===== src/rtl/lc_gate_ctrl.sv =====
module lc_gate_ctrl #(
  parameter int TOKEN_W = 64
) (
  input  logic               clk_i,
  input  logic               rst_ni,
  input  logic               otp_init_done_i,
  input  logic [15:0]        otp_word_i,
  input  logic               otp_uncorr_i,
  output logic               prog_req_o,
  output logic [15:0]        prog_word_o,
  input  logic               prog_ack_i,
  input  logic               req_valid_i,
  input  logic [3:0]         req_target_i,
  input  logic [TOKEN_W-1:0] req_token_i,
  input  logic [TOKEN_W-1:0] tok_unlock_i,
  input  logic [TOKEN_W-1:0] tok_exit_i,
  input  logic [TOKEN_W-1:0] tok_rma_i,
  input  logic [TOKEN_W-1:0] tok_devdbg_i,
  output logic               ready_o,
  output logic               rsp_valid_o,
  output logic               rsp_err_o,
  output logic               state_valid_o,
  output logic [3:0]         state_o,
  output logic               alert_o,
  output logic               dbg_en_o,
  output logic               scan_en_o,
  output logic               prov_en_o,
  output logic               keymgr_en_o,
  output logic               owner_erase_o
);
  localparam int IDX_W  = 4;
  localparam int WORD_W = 4 * IDX_W;

  localparam logic [IDX_W-1:0] S_RAW   = 4'd0;
  localparam logic [IDX_W-1:0] S_TU0   = 4'd1;
  localparam logic [IDX_W-1:0] S_TU7   = 4'd8;
  localparam logic [IDX_W-1:0] S_TLK   = 4'd9;
  localparam logic [IDX_W-1:0] S_DEV   = 4'd10;
  localparam logic [IDX_W-1:0] S_PROD  = 4'd11;
  localparam logic [IDX_W-1:0] S_PEND  = 4'd12;
  localparam logic [IDX_W-1:0] S_RMA   = 4'd13;
  localparam logic [IDX_W-1:0] S_SCRAP = 4'd14;
  localparam logic [IDX_W-1:0] S_BAD   = 4'd15;

  typedef enum logic [1:0] {F_LOAD, F_IDLE, F_PROG, F_ALERT} fsm_e;
  typedef enum logic [2:0] {K_ILL, K_NONE, K_UNLOCK, K_EXIT, K_RMA, K_DEVDBG} kind_e;

  function automatic logic in_test_unlocked(logic [IDX_W-1:0] s);
    return (s >= S_TU0) && (s <= S_TU7);
  endfunction

  function automatic logic [WORD_W-1:0] encode(logic [IDX_W-1:0] s);
    return {s, ~s, s, ~s};
  endfunction

  fsm_e               fsm_q;
  logic [IDX_W-1:0]   cur_q;
  logic               devdbg_q;
  logic               erase_q;
  logic [WORD_W-1:0]  word_q;
  logic               rsp_valid_q;
  logic               rsp_err_q;

  logic [IDX_W-1:0] w_idx;
  logic             word_ok;
  assign w_idx   = otp_word_i[WORD_W-1 -: IDX_W];
  assign word_ok = !otp_uncorr_i
                 && (otp_word_i[3*IDX_W-1 -: IDX_W] == ~w_idx)
                 && (otp_word_i[2*IDX_W-1 -: IDX_W] ==  w_idx)
                 && (otp_word_i[IDX_W-1:0]          == ~w_idx)
                 && (w_idx != S_BAD);

  kind_e kind;
  always_comb begin
    kind = K_ILL;
    if (req_target_i == S_BAD || cur_q == S_PEND || cur_q == S_SCRAP) begin
      kind = K_ILL;
    end else if (req_target_i == S_SCRAP) begin
      kind = K_NONE;
    end else if (cur_q == S_RAW) begin
      if (in_test_unlocked(req_target_i)) kind = K_UNLOCK;
    end else if (in_test_unlocked(cur_q) || cur_q == S_TLK) begin
      if (req_target_i == S_TLK && cur_q != S_TLK)
        kind = K_NONE;
      else if (in_test_unlocked(req_target_i) && (cur_q == S_TLK || req_target_i > cur_q))
        kind = K_UNLOCK;
      else if (req_target_i == S_DEV || req_target_i == S_PROD || req_target_i == S_PEND)
        kind = K_EXIT;
    end else if (cur_q == S_DEV && req_target_i == S_DEV) begin
      kind = K_DEVDBG;
    end else if (cur_q == S_PROD && req_target_i == S_RMA) begin
      kind = K_RMA;
    end
  end

  logic [TOKEN_W-1:0] exp_tok;
  always_comb begin
    case (kind)
      K_UNLOCK: exp_tok = tok_unlock_i;
      K_EXIT:   exp_tok = tok_exit_i;
      K_RMA:    exp_tok = tok_rma_i;
      K_DEVDBG: exp_tok = tok_devdbg_i;
      default:  exp_tok = req_token_i;
    endcase
  end

  logic tok_mismatch, grant;
  assign tok_mismatch = |(req_token_i ^ exp_tok);
  assign grant        = (kind != K_ILL) && !tok_mismatch;

  always_ff @(posedge clk_i or negedge rst_ni) begin
    if (!rst_ni) begin
      fsm_q       <= F_LOAD;
      cur_q       <= S_RAW;
      devdbg_q    <= 1'b0;
      erase_q     <= 1'b0;
      word_q      <= '0;
      rsp_valid_q <= 1'b0;
      rsp_err_q   <= 1'b0;
    end else begin
      rsp_valid_q <= 1'b0;
      erase_q     <= 1'b0;
      case (fsm_q)
        F_LOAD: if (otp_init_done_i) begin
          if (word_ok) begin
            cur_q    <= w_idx;
            devdbg_q <= 1'b0;
            erase_q  <= (w_idx == S_RMA);
            fsm_q    <= F_IDLE;
          end else begin
            fsm_q    <= F_ALERT;
          end
        end
        F_IDLE: if (req_valid_i) begin
          rsp_valid_q <= 1'b1;
          rsp_err_q   <= !grant;
          if (grant) begin
            if (kind == K_DEVDBG) begin
              devdbg_q <= 1'b1;
            end else begin
              word_q <= encode(req_target_i);
              fsm_q  <= F_PROG;
            end
          end
        end
        F_PROG: if (prog_ack_i) fsm_q <= F_LOAD;
        default: fsm_q <= F_ALERT;
      endcase
    end
  end

  logic live, tu_now;
  assign live   = (fsm_q == F_IDLE) || (fsm_q == F_PROG);
  assign tu_now = in_test_unlocked(cur_q);

  assign ready_o       = (fsm_q == F_IDLE);
  assign alert_o       = (fsm_q == F_ALERT);
  assign prog_req_o    = (fsm_q == F_PROG);
  assign prog_word_o   = word_q;
  assign rsp_valid_o   = rsp_valid_q;
  assign rsp_err_o     = rsp_err_q;
  assign state_valid_o = live;
  assign state_o       = cur_q;

  assign dbg_en_o      = live && (tu_now || (cur_q == S_DEV && devdbg_q)
                                          || (cur_q == S_RMA && !erase_q));
  assign scan_en_o     = live && tu_now;
  assign prov_en_o     = live && tu_now;
  assign keymgr_en_o   = live && (cur_q == S_DEV || cur_q == S_PROD || cur_q == S_PEND);
  assign owner_erase_o = live && erase_q;
endmodule


===== config.mk =====
export PLATFORM = sky130hd
export DESIGN_NAME = lc_gate_ctrl
export DESIGN_NICKNAME = d
export VERILOG_FILES = /design/src/rtl/lc_gate_ctrl.sv
export SDC_FILE = /design/constraint.sdc
export NUM_CORES = 1
export LEC_CHECK = 0
export BUFFER_PORTS_ARGS = -buffer_cell sky130_fd_sc_hd__clkbuf_2
export CAP_MARGIN = 15
export CORE_AREA = 2 2 148 150
export DETAILED_ROUTE_END_ITERATION = 7
export DIE_AREA = 0 0 150 152
export SYNTH_ARGS = -nofsm -noshare
export SYNTH_HDL_FRONTEND = slang
export SYNTH_SLANG_ARGS = --single-unit

===== constraint.sdc =====
create_clock -name clk_i -period 7.4 [get_ports clk_i]
set_input_delay 1.48 -clock clk_i [delete_from_list [all_inputs] [get_ports clk_i]]
set_output_delay 1.48 -clock clk_i [all_outputs]
set_load 0.01 [all_outputs]

==> metrics, run 1 <==
status finished, final reports clean; clk root buf clkbuf_16; Initial Utilization 0.306; max-cap check violation count 0; Crit Reg-Reg Startpoint state_o[3]; Critical Path RT 7.52 ns; worst vdd ir 152 uV; syn_nets 1279; vias in the first global route 8417; met2 Use GR 0.445; Avg Cell Area, Syn 7.07 um2; Yosys cell types 55; Critical Path Sink Type register; yosys warns 0; pin count of the biggest net entering global routing 68; Final Hold Viols 0; nets 1572; first-pass GRT wire length 46900 um; CP max FO 37; post-route DRC violation count 0; initial antenna violation count 5; Rel. slew slack 0.380; routing usage on met1 0.334; Synth Instances 925; layout cells sized above 1 0.394; setup_tns 0 ns; hold_sp rsp_err_o; dpl ws 1.34 ns; Synth Cell Area 6540 um2; Final Skew 0.00331 ns; clock-pin transition on the worst setup and hold timing paths 0.05 ns; drt pass-1 iters 5; PD cells 83.8 nW/um2; H-tree depth 1; Final HPWL DP 23800 um; CTS tree yes; WP data arrival 5.24 ns; routability-driven placement congestion ratio 0.923; Ports 377; grt total ovfl 0; Die Width 150 um; Final Cycle Share 0.692; gr usage total 0.256; area grow syn2layout 30.6%; Hold WC Path Type register to register; register area share after synthesis 0.0689; reg2reg end prog_word_o[11]; cell leakage power 3.64 nW; Slew @ Worst Pin 0.930 ns; fin worst setup slack 2.28 ns; post-cts sizing count 0; IO Port Bufs 376; CTS Buf Count 3; Die ar. 22800 um2; Max clock buf depth 2; Antenna Nets Post-Route 0; RSZ-0062 raised after global routing no; M3 GR Usage 0.0210; Reg2Reg Depth 11; CP Launch Type primary input; top_reg_cell synth dfrtp_1; post-CTS setup buffers 0; Max Freq 195 MHz; Hold Path End rsp_err_o; fillers 2283; fin area 8540 um2; number of flops mapped to enable cells by yosys 0; DRT iter0 DRCs 494; Die Y 152 um; CP Class primary input to register; row cnt 54; fin util 0.400; gr busiest metal met2; FFs w/ async S/R, synth 1.00; R2R Setup Slk 3.01 ns; Via-to-Cell Ratio 5.94; register bit total from synthesis 18; drt wl/cell 20.8 um; Sink Count 18; # hold bufs at CTS 0; DR vias 8919; Final Critical Period 5.12 ns; hold path cells 1; drt total wl 31200 um; core box area 21400 um2; Final Slew Violations 0; dpl cell area 8420 um2; Finish-stage setup viols 0; clk_lat worst skew 0.25 ns; total power 715 uW
==> final cells by class <==
cell class,count,area [um2],area share
multi-input combinational,791,5560,0.651
timing repair buffer,395,2040,0.239
sequential,18,450,0.0528
tap,280,350,0.0410
clock buffer,4,88.8,0.0104
inverter,9,33.8,0.00396
antenna,5,12.5,0.00147
==> synthesized netlist by cell type (12+ instances only) <==
| cell type | instances | share of area |
|---|---|---|
| buf_4 | 15 | 0.017 |
| a22oi_1 | 96 | 0.11 |
| o211ai_1 | 68 | 0.078 |
| nor2_1 | 12 | 0.0069 |
| buf_2 | 30 | 0.023 |
| nor2b_1 | 131 | 0.13 |
| a41oi_1 | 66 | 0.088 |
| clkbuf_1 | 52 | 0.030 |
| nand3_1 | 13 | 0.010 |
| nand2_1 | 153 | 0.088 |
| a21oi_1 | 16 | 0.012 |
| dfrtp_1 | 18 | 0.069 |
| a21bo_2 | 47 | 0.072 |
| a21bo_1 | 17 | 0.026 |
| o2111ai_1 | 64 | 0.086 |
| nor3_1 | 12 | 0.0092 |
==> how the worst max path moves through the flow <==
stage                         start         endpoint  slack, ns  cells past startpoint
floorplan           req_target_i[0]         fsm_q[0]       3.33                     15
global placement    req_target_i[0]         fsm_q[0]       1.45                     12
detailed placement  req_target_i[0]         fsm_q[0]       1.34                     12
CTS                 req_target_i[0]         fsm_q[0]       1.57                     12
global route        req_target_i[0]  prog_word_o[10]       2.03                     15
finish              req_target_i[0]  prog_word_o[11]       2.28                     13
==> where the power goes <==
group	internal, mW	leakage (nW)	total (mW)	switching, mW
sequential	0.110	0.208	0.120	0.0106
combinational	0.218	3.38	0.475	0.256
clock	0.0823	0.0442	0.120	0.0379
==> sequential cells by signal, summed over array words and instances, names as in the netlist <==
name,count
rsp_err_o,1
prog_word_o,8
devdbg_q,1
erase_q,1
state_o,4
rsp_valid_o,1
fsm_q,2
==> cell usage in the layout (no fill, tap or decap), types with 2 or more instances in the layout <==
cell type and instances:
nand2b_1 4, nor2b_1 131, a41oi_1 66, and4bb_2 2, nor3_1 11, nand2_1 151
nor4_2 2, nor2_1 12, inv_1 9, a31o_2 7, nand3b_1 2, a22oi_1 96
a21oi_1 16, o2111ai_1 64, o211ai_2 4, a21bo_2 47, nor3b_1 3, o21a_1 2
clkbuf_2 376, nand4b_1 3, diode_2 5, a21bo_1 17, buf_4 17, nand4_1 11
ha_1 8, dfrtp_1 18, o211ai_1 68, nand3_1 13, nor4bb_1 8, o21ai_0 8
nor3_2 2, mux2_2 4, clkbuf_16 3, and2_1 4
==> cells by family (layout without fill, tap and decap cells) <==
logic type / after synthesis / after routing / share of synthesized area
AND/OR/NAND/NOR: 369 / 369 / 0.300
multiplexers: 5 / 5 / 0.00842
AO/OA/AOI/OAI: 408 / 408 / 0.516
flip-flops: 18 / 18 / 0.0689
buffers and inverters: 116 / 408 / 0.0901
other: 0 / 5 / 0
adder cells (fa/ha/maj): 8 / 8 / 0.0153
XOR/XNOR: 1 / 1 / 0.00134
==> worst max-delay path, stage by stage <==
cell,delay [ns]
clkbuf_2,0.20
and4bb_2,0.38
and2_2,0.72
buf_4,0.47
a22oi_1,0.17
nor2b_1,0.14
a41oi_1,0.06
a22oi_1,0.28
nand4_1,0.22
nor4_2,0.31
buf_4,0.24
and2_1,0.37
o211ai_1,0.16
==> through the flow <==
stage / std cells / hold slack, ns
after floorplan: 925 / 0.511
after global placement: 1491 / 0.520
after detailed placement: 1491 / 0.501
after CTS: 1495 / 0.528
after global routing: 1501 / 0.565
final: 1502 / 0.532
==> routing by layer <==
layer / share of wire / up-vias
met5: 0 / -
met4: 0.026 / 0
met3: 0.068 / 50
met2: 0.48 / 400
met1: 0.42 / 4235
li1: - / 4234
No activity file was read; power rests on OpenSTA's default activity.
==> inputs of run 2 (changes only) <==
--- a/config.mk
+++ b/config.mk
@@ -5,11 +5,12 @@
 export SDC_FILE = /design/constraint.sdc
 export NUM_CORES = 1
 export LEC_CHECK = 0
+export ABC_AREA = 1
 export BUFFER_PORTS_ARGS = -buffer_cell sky130_fd_sc_hd__clkbuf_2
 export CAP_MARGIN = 15
-export CORE_AREA = 2 2 148 150
+export CORE_AREA = 2 2 144 146
 export DETAILED_ROUTE_END_ITERATION = 7
-export DIE_AREA = 0 0 150 152
+export DIE_AREA = 0 0 146 148
 export SYNTH_ARGS = -nofsm -noshare
 export SYNTH_HDL_FRONTEND = slang
 export SYNTH_SLANG_ARGS = --single-unit
==> constraint.sdc (replaced) <==
create_clock -name clk_i -period 4.7 [get_ports clk_i]
set_input_delay 0.94 -clock clk_i [delete_from_list [all_inputs] [get_ports clk_i]]
set_output_delay 0.94 -clock clk_i [all_outputs]
set_load 0.01 [all_outputs]
==> run 2 against run 1 <==
  * Via count shrank 2.8%
  * Combinational power grew 94%
  * Synthesized cell count grew 28%
  * Register-to-register slack lost 2.0 ns
  * Critical path type unchanged
  * Utilization grew 0.36 points
  * Wire length shrank 6.1%
  * Sequential share of layout area grew 0.30 points
  * Die area shrank 5.2%
  * Sequential cell count is the same
==> metrics, run 2 <==
status finished, final reports clean; H-tree depth 1; fin area 8080 um2; Final Cycle Share 0.824; Crit path top cell by count nand2_1; FFs w/ async S/R, synth 1.00; Final Skew 0.00113 ns; CTS Buf Count 3; Commonest cells post-synth nand2_1, nand3_1, inv_1, nor2_1, o21ai_0; Reg2Reg Depth 25; Worst path max stage delay 0.33 ns; PD cells 169 nW/um2; area grow syn2layout 36.8%; Critical Path RT 4.84 ns; register bit total from synthesis 18; vias in the first global route 7965; layout cells sized above 1 0.274; post-CTS setup buffers 0; grt total ovfl 0; Synth Cell Area 5910 um2; number of flops mapped to enable cells by yosys 0; post-route insts no fill 1799; # hold bufs at CTS 0; Yosys cell types 32; max-cap check violation count 0; Max Freq 258 MHz; register area share after synthesis 0.0762; setup_tns 0 ns; Finish-stage setup viols 0; CP max FO 68; CP Class primary input to register; post-cts sizing count 0; Final Critical Period 3.87 ns; most frequent cells in the layout clkbuf_2, nand2_1, nand3_1, inv_1, nor2_1; Area contributors post-synth nand2_1, nand3_1, inv_1, nor2_1, dfrtp_1; DP Cell Count 1788; Avg Cell Area, Syn 4.99 um2; Rel. slew slack 0.569; Hold WC Path Type register to register; Synth Area in Compound Gates 0.129; Switch Pwr 655 uW; Max clock buf depth 2; Final Hold Viols 0; pin count of the biggest net entering global routing 69; RSZ-0062 raised after global routing no; clock network power share 0.138; fin util 0.403; Die Width 146 um; Slowest-stage cell, CP ha_1; Die Y 148 um; Slew @ Worst Pin 0.640 ns; initial antenna violation count 5; top_reg_cell synth dfrtp_1; worst vdd ir 227 uV; max FFs per register 8; Ports 377; nets 1877; Via-to-Cell Ratio 4.82; Critical Path Sink Type register; multiplexer area fraction after synthesis 0; post-synth top area cell nand2_1; Simple-Gate Fraction of Synth Area 0.566; DR vias 8666; Antenna Nets Post-Route 0; clock-pin transition on the worst setup and hold timing paths 0.05 ns; post-synthesis xor/xnor area fraction 0.0445; DRT iter0 DRCs 409; Sink Count 18; CTS tree yes; core box area 20000 um2; first-pass GRT wire length 43500 um; Die ar. 21600 um2; Initial Utilization 0.295; WP data arrival 4.02 ns; combinational power share 0.672; Adder-Cell Fraction of Synth Area 0.0169; post-route DRC violation count 0; CP Launch Type primary input; dpl cell area 7980 um2; Synth Instances 1185; Final Slew Violations 0; clk_lat worst skew 0.25 ns; cell leakage power 5.04 nW; syn_nets 1539; row cnt 52; Internal 714 uW; drt pass-1 iters 5; main combinational cell family by area after synthesis simple AND/OR/NAND/NOR gates; fillers 2306; Final HPWL DP 25000 um; clk root buf clkbuf_16; post-synth top area share 0.226; sw frac 0.478; drt total wl 29300 um; IO Port Bufs 376; share of power burned in registers 0.191; routability-driven placement congestion ratio 0.917; yosys warns 0; gr usage total 0.256; hold path cells 2; commonest non-fill, non-tap cell in the layout clkbuf_2; top-count cell post-synth nand2_1; drt wl/cell 16.3 um
==> run 2: cell count changes in the layout (fill, tap and decap cells not counted), moves of 96 or more <==
cell     change
a22oi_1     -96
nor2_1     +137
nand3_1    +185
nand2_1    +205
inv_1      +151
nor2b_1    -131
==> run 2: cell families after synthesis <==
kind of cell / count (synthesis)
simple gates: 766
xor+xnor: 30
flops: 18
compound gates: 134
buf+inv: 229
fa+ha+maj: 8
==> run 2: cell type report <==
class / instances / area [um2] / share of cell area
inverter: 172 / 646 / 0.0799
sequential: 18 / 450 / 0.0557
clock buffer: 4 / 88.8 / 0.0110
antenna: 7 / 17.5 / 0.00217
tap: 270 / 338 / 0.0418
timing repair buffer: 390 / 2060 / 0.255
multi-input combinational: 938 / 4480 / 0.554
==> run 2: per-stage QoR <==
step	total power, mW	setup slack, ns	hold WS, ns
after global placement	1.17	0.579	0.475
after floorplan	0.835	1.46	0.490
final	1.37	0.826	0.497
after detailed placement	1.18	0.586	0.481
after global routing	1.50	0.424	0.530
after CTS	1.37	0.832	0.499
==> run 2: final timing paths <==
check | startpoint | endpoint | slack (ns)
setup / recovery | req_target_i[1] | fsm_q[1] | 0.83
hold reg to reg | rsp_err_o | rsp_err_o | 0.50
min in group asynchronous | rst_ni | state_o[2] | 0.64
hold / removal | rsp_err_o | rsp_err_o | 0.50
setup reg to reg | state_o[0] | fsm_q[1] | 1.03
max in group asynchronous | rst_ni | prog_word_o[7] | 3.74
==> run 2: worst max-delay path, delay by kind of cell <==
kind / cells / cell delay (ns)
and+or+nand+nor: 23 / 2.12
adders and majority gates: 1 / 0.33
buffers and inverters: 3 / 0.51
AOI/OAI and AO/OA: 1 / 0.11
==> run 2: routing by layer <==
| layer | up-vias | track usage | routed length [um] |
|---|---|---|---|
| met1 | 3824 | 0.332 | 12500 |
| met5 | - | 0 | 0 |
| met3 | 32 | 0.0318 | 2300 |
| li1 | 4461 | - | - |
| met4 | 0 | 0.0529 | 547 |
| met2 | 349 | 0.455 | 14000 |
==> run 2: power by group through the flow <==
| stage | combinational, mW | clock (mW) | sequential [mW] |
|---|---|---|---|
| 3_3_place_gp | 0.912 | 0 | 0.262 |
| 5_1_grt | 1.04 | 0.195 | 0.267 |
| 6_report | 0.920 | 0.188 | 0.261 |
| 2_1_floorplan | 0.568 | 0 | 0.267 |
| 3_5_place_dp | 0.916 | 0 | 0.261 |
| 4_1_cts | 0.923 | 0.189 | 0.260 |
==> inputs of run 3 (changes only) <==
==> constraint.sdc (replaced) <==
create_clock -name clk_i -period 3.1 [get_ports clk_i]
set_input_delay 0.62 -clock clk_i [delete_from_list [all_inputs] [get_ports clk_i]]
set_output_delay 0.62 -clock clk_i [all_outputs]
set_load 0.01 [all_outputs]
==> run 3 against run 2 <==
  * Wire length grew 4.6%
  * Global-route usage grew 0.80 points
  * Critical path depth shrank 1
  * Non-clock buffer count grew 74
  * Sequential share of layout area shrank 0.70 points
  * Hold slack lost 0.18 ns
  * Clock-buffer cell count is the same
  * Final area grew 15%
  * The flow now finishes with violations (setup timing)
  * Die area is the same
==> metrics, run 3 (same netlist as run 2, synthesis figures left out) <==
Final Skew 0.00277 ns; layout cells sized above 1 0.357; Final Cycle Share 1.06; max FFs per register 8; grt total ovfl 0; Sink Count 18; Die Y 148 um; fin util 0.462; CP Launch Type primary input; worst vdd ir 396 uV; Slew @ Worst Pin 0.505 ns; CTS Buf Count 3; clock-pin transition on the worst setup and hold timing paths 0.06 ns; drt wl/cell 16.4 um; Final Critical Period 3.30 ns; Die ar. 21600 um2; Final Slew Violations 0; initial antenna violation count 6; max-cap check violation count 0; H-tree depth 1; total power 2.31 mW; Via-to-Cell Ratio 4.80; WP data arrival 3.50 ns; CTS tree yes; first-pass GRT wire length 44800 um; cell leakage power 5.56 nW; status finished with violations; Critical Path Sink Type register; violated checks setup timing; post-route DRC violation count 0; clk_lat worst skew 0.26 ns; Finish-stage setup viols 12; row cnt 52; vias in the first global route 8231; commonest non-fill, non-tap cell in the layout clkbuf_2; clk root buf clkbuf_16; nets 1953; CP Class primary input to register; most frequent cells in the layout clkbuf_2, nand2_1, nand3_1, inv_1, nor2_1; CP max FO 16; RSZ-0062 raised after global routing yes; Final HPWL DP 25300 um; Max Freq 303 MHz; drt pass-1 iters 4; routability-driven placement congestion ratio 0.970; gr usage total 0.264; area grow syn2layout 56.7%; core box area 20000 um2; DR vias 8972; pin count of the biggest net entering global routing 45; Antenna Nets Post-Route 0; Rel. slew slack 0.660; drt total wl 30600 um; IO Port Bufs 376; Max clock buf depth 2; Ports 377; # hold bufs at CTS 0; Die Width 146 um; Final Hold Viols 0; Critical Path RT 3.30 ns; fillers 2201; PD cells 249 nW/um2; DRT iter0 DRCs 438; Initial Utilization 0.295; fin worst setup slack -0.197 ns; Hold WC Path Type primary input to asynchronous set/reset pin
-- run 3: worst paths after layout --
| kind | from | to | slack [ns] | cells past startpoint |
|---|---|---|---|---|
| setup / recovery | req_target_i[3] | prog_word_o[12] | -0.20 | 27 |
| hold / removal | rst_ni | state_o[3] | 0.31 | 1 |
| setup reg to reg | state_o[3] | prog_word_o[12] | -0.19 | 29 |
| hold reg to reg | prog_word_o[14] | prog_word_o[14] | 0.53 | 2 |
| max in group asynchronous | rst_ni | state_o[0] | 2.42 | 1 |
| min in group clk_i | prog_word_o[14] | prog_word_o[14] | 0.53 | 2 |
-- run 3: critical path: stages --
cell and delay, ns:
clkbuf_8 0.12, ha_4 0.24, a21oi_2 0.15, nand2_2 0.08, nand2_2 0.08, nand2_1 0.05
nand2_1 0.06, nand2_2 0.06, nand2_4 0.11, buf_12 0.12, nand2_8 0.07, buf_16 0.16
buf_4 0.14, nand3_1 0.06, nand2_1 0.08, o21bai_1 0.19, nand2_1 0.08, nor2_1 0.10
nand2_1 0.07, nor2_2 0.09, nand2_1 0.06, nor2_1 0.12, nand2_2 0.12, nand2_4 0.13
buf_4 0.12, nand4_1 0.12, nand2_2 0.09
-- run 3: report_power, final --
group / total [mW] / leakage (nW) / internal, mW / switching [mW]
combinational: 1.61 / 5.29 / 0.695 / 0.912
sequential: 0.401 / 0.231 / 0.318 / 0.0831
clock: 0.301 / 0.0442 / 0.197 / 0.104
-- run 3: what timing repair did --
item / in CTS / in global routing
setup buffers: 11 / 11
setup endpoints to repair: 12 / 12
gates cloned: 4 / 2
endpoints found under the hold margin: 0 / 0
resized for setup: 54 / 54
pin swaps: 41 / 62
-- run 3: final cells by class --
cell class | instances | area, um2 | share of cell area
multi-input combinational | 940 | 4830 | 0.521
timing repair buffer | 464 | 2900 | 0.313
inverter | 172 | 651 | 0.0703
sequential | 18 | 452 | 0.0488
tap | 270 | 338 | 0.0365
clock buffer | 4 | 88.8 | 0.00959
antenna | 3 | 7.51 | 0.000811
-- run 3: per-layer routing --
layer,GRT usage,routed length [um]
met3,0.0429,2380
met5,0,27
met1,0.341,12900
met2,0.458,14700
met4,0.0660,676
-- run 3: stage by stage --
step                cell area [um2]  setup TNS [ns]  hold WS, ns  setup slack (ns)  instances
floorplan                      5910               0        0.324             0.183       1185
global placement               8450           -4.38        0.477            -0.391       1836
detailed placement             8450           -4.85        0.476            -0.435       1836
CTS                            8950          -0.904        0.331            -0.106       1855
global route                   9260           -4.18        0.353            -0.394       1871
finish                         9260           -1.78        0.314            -0.197       1871
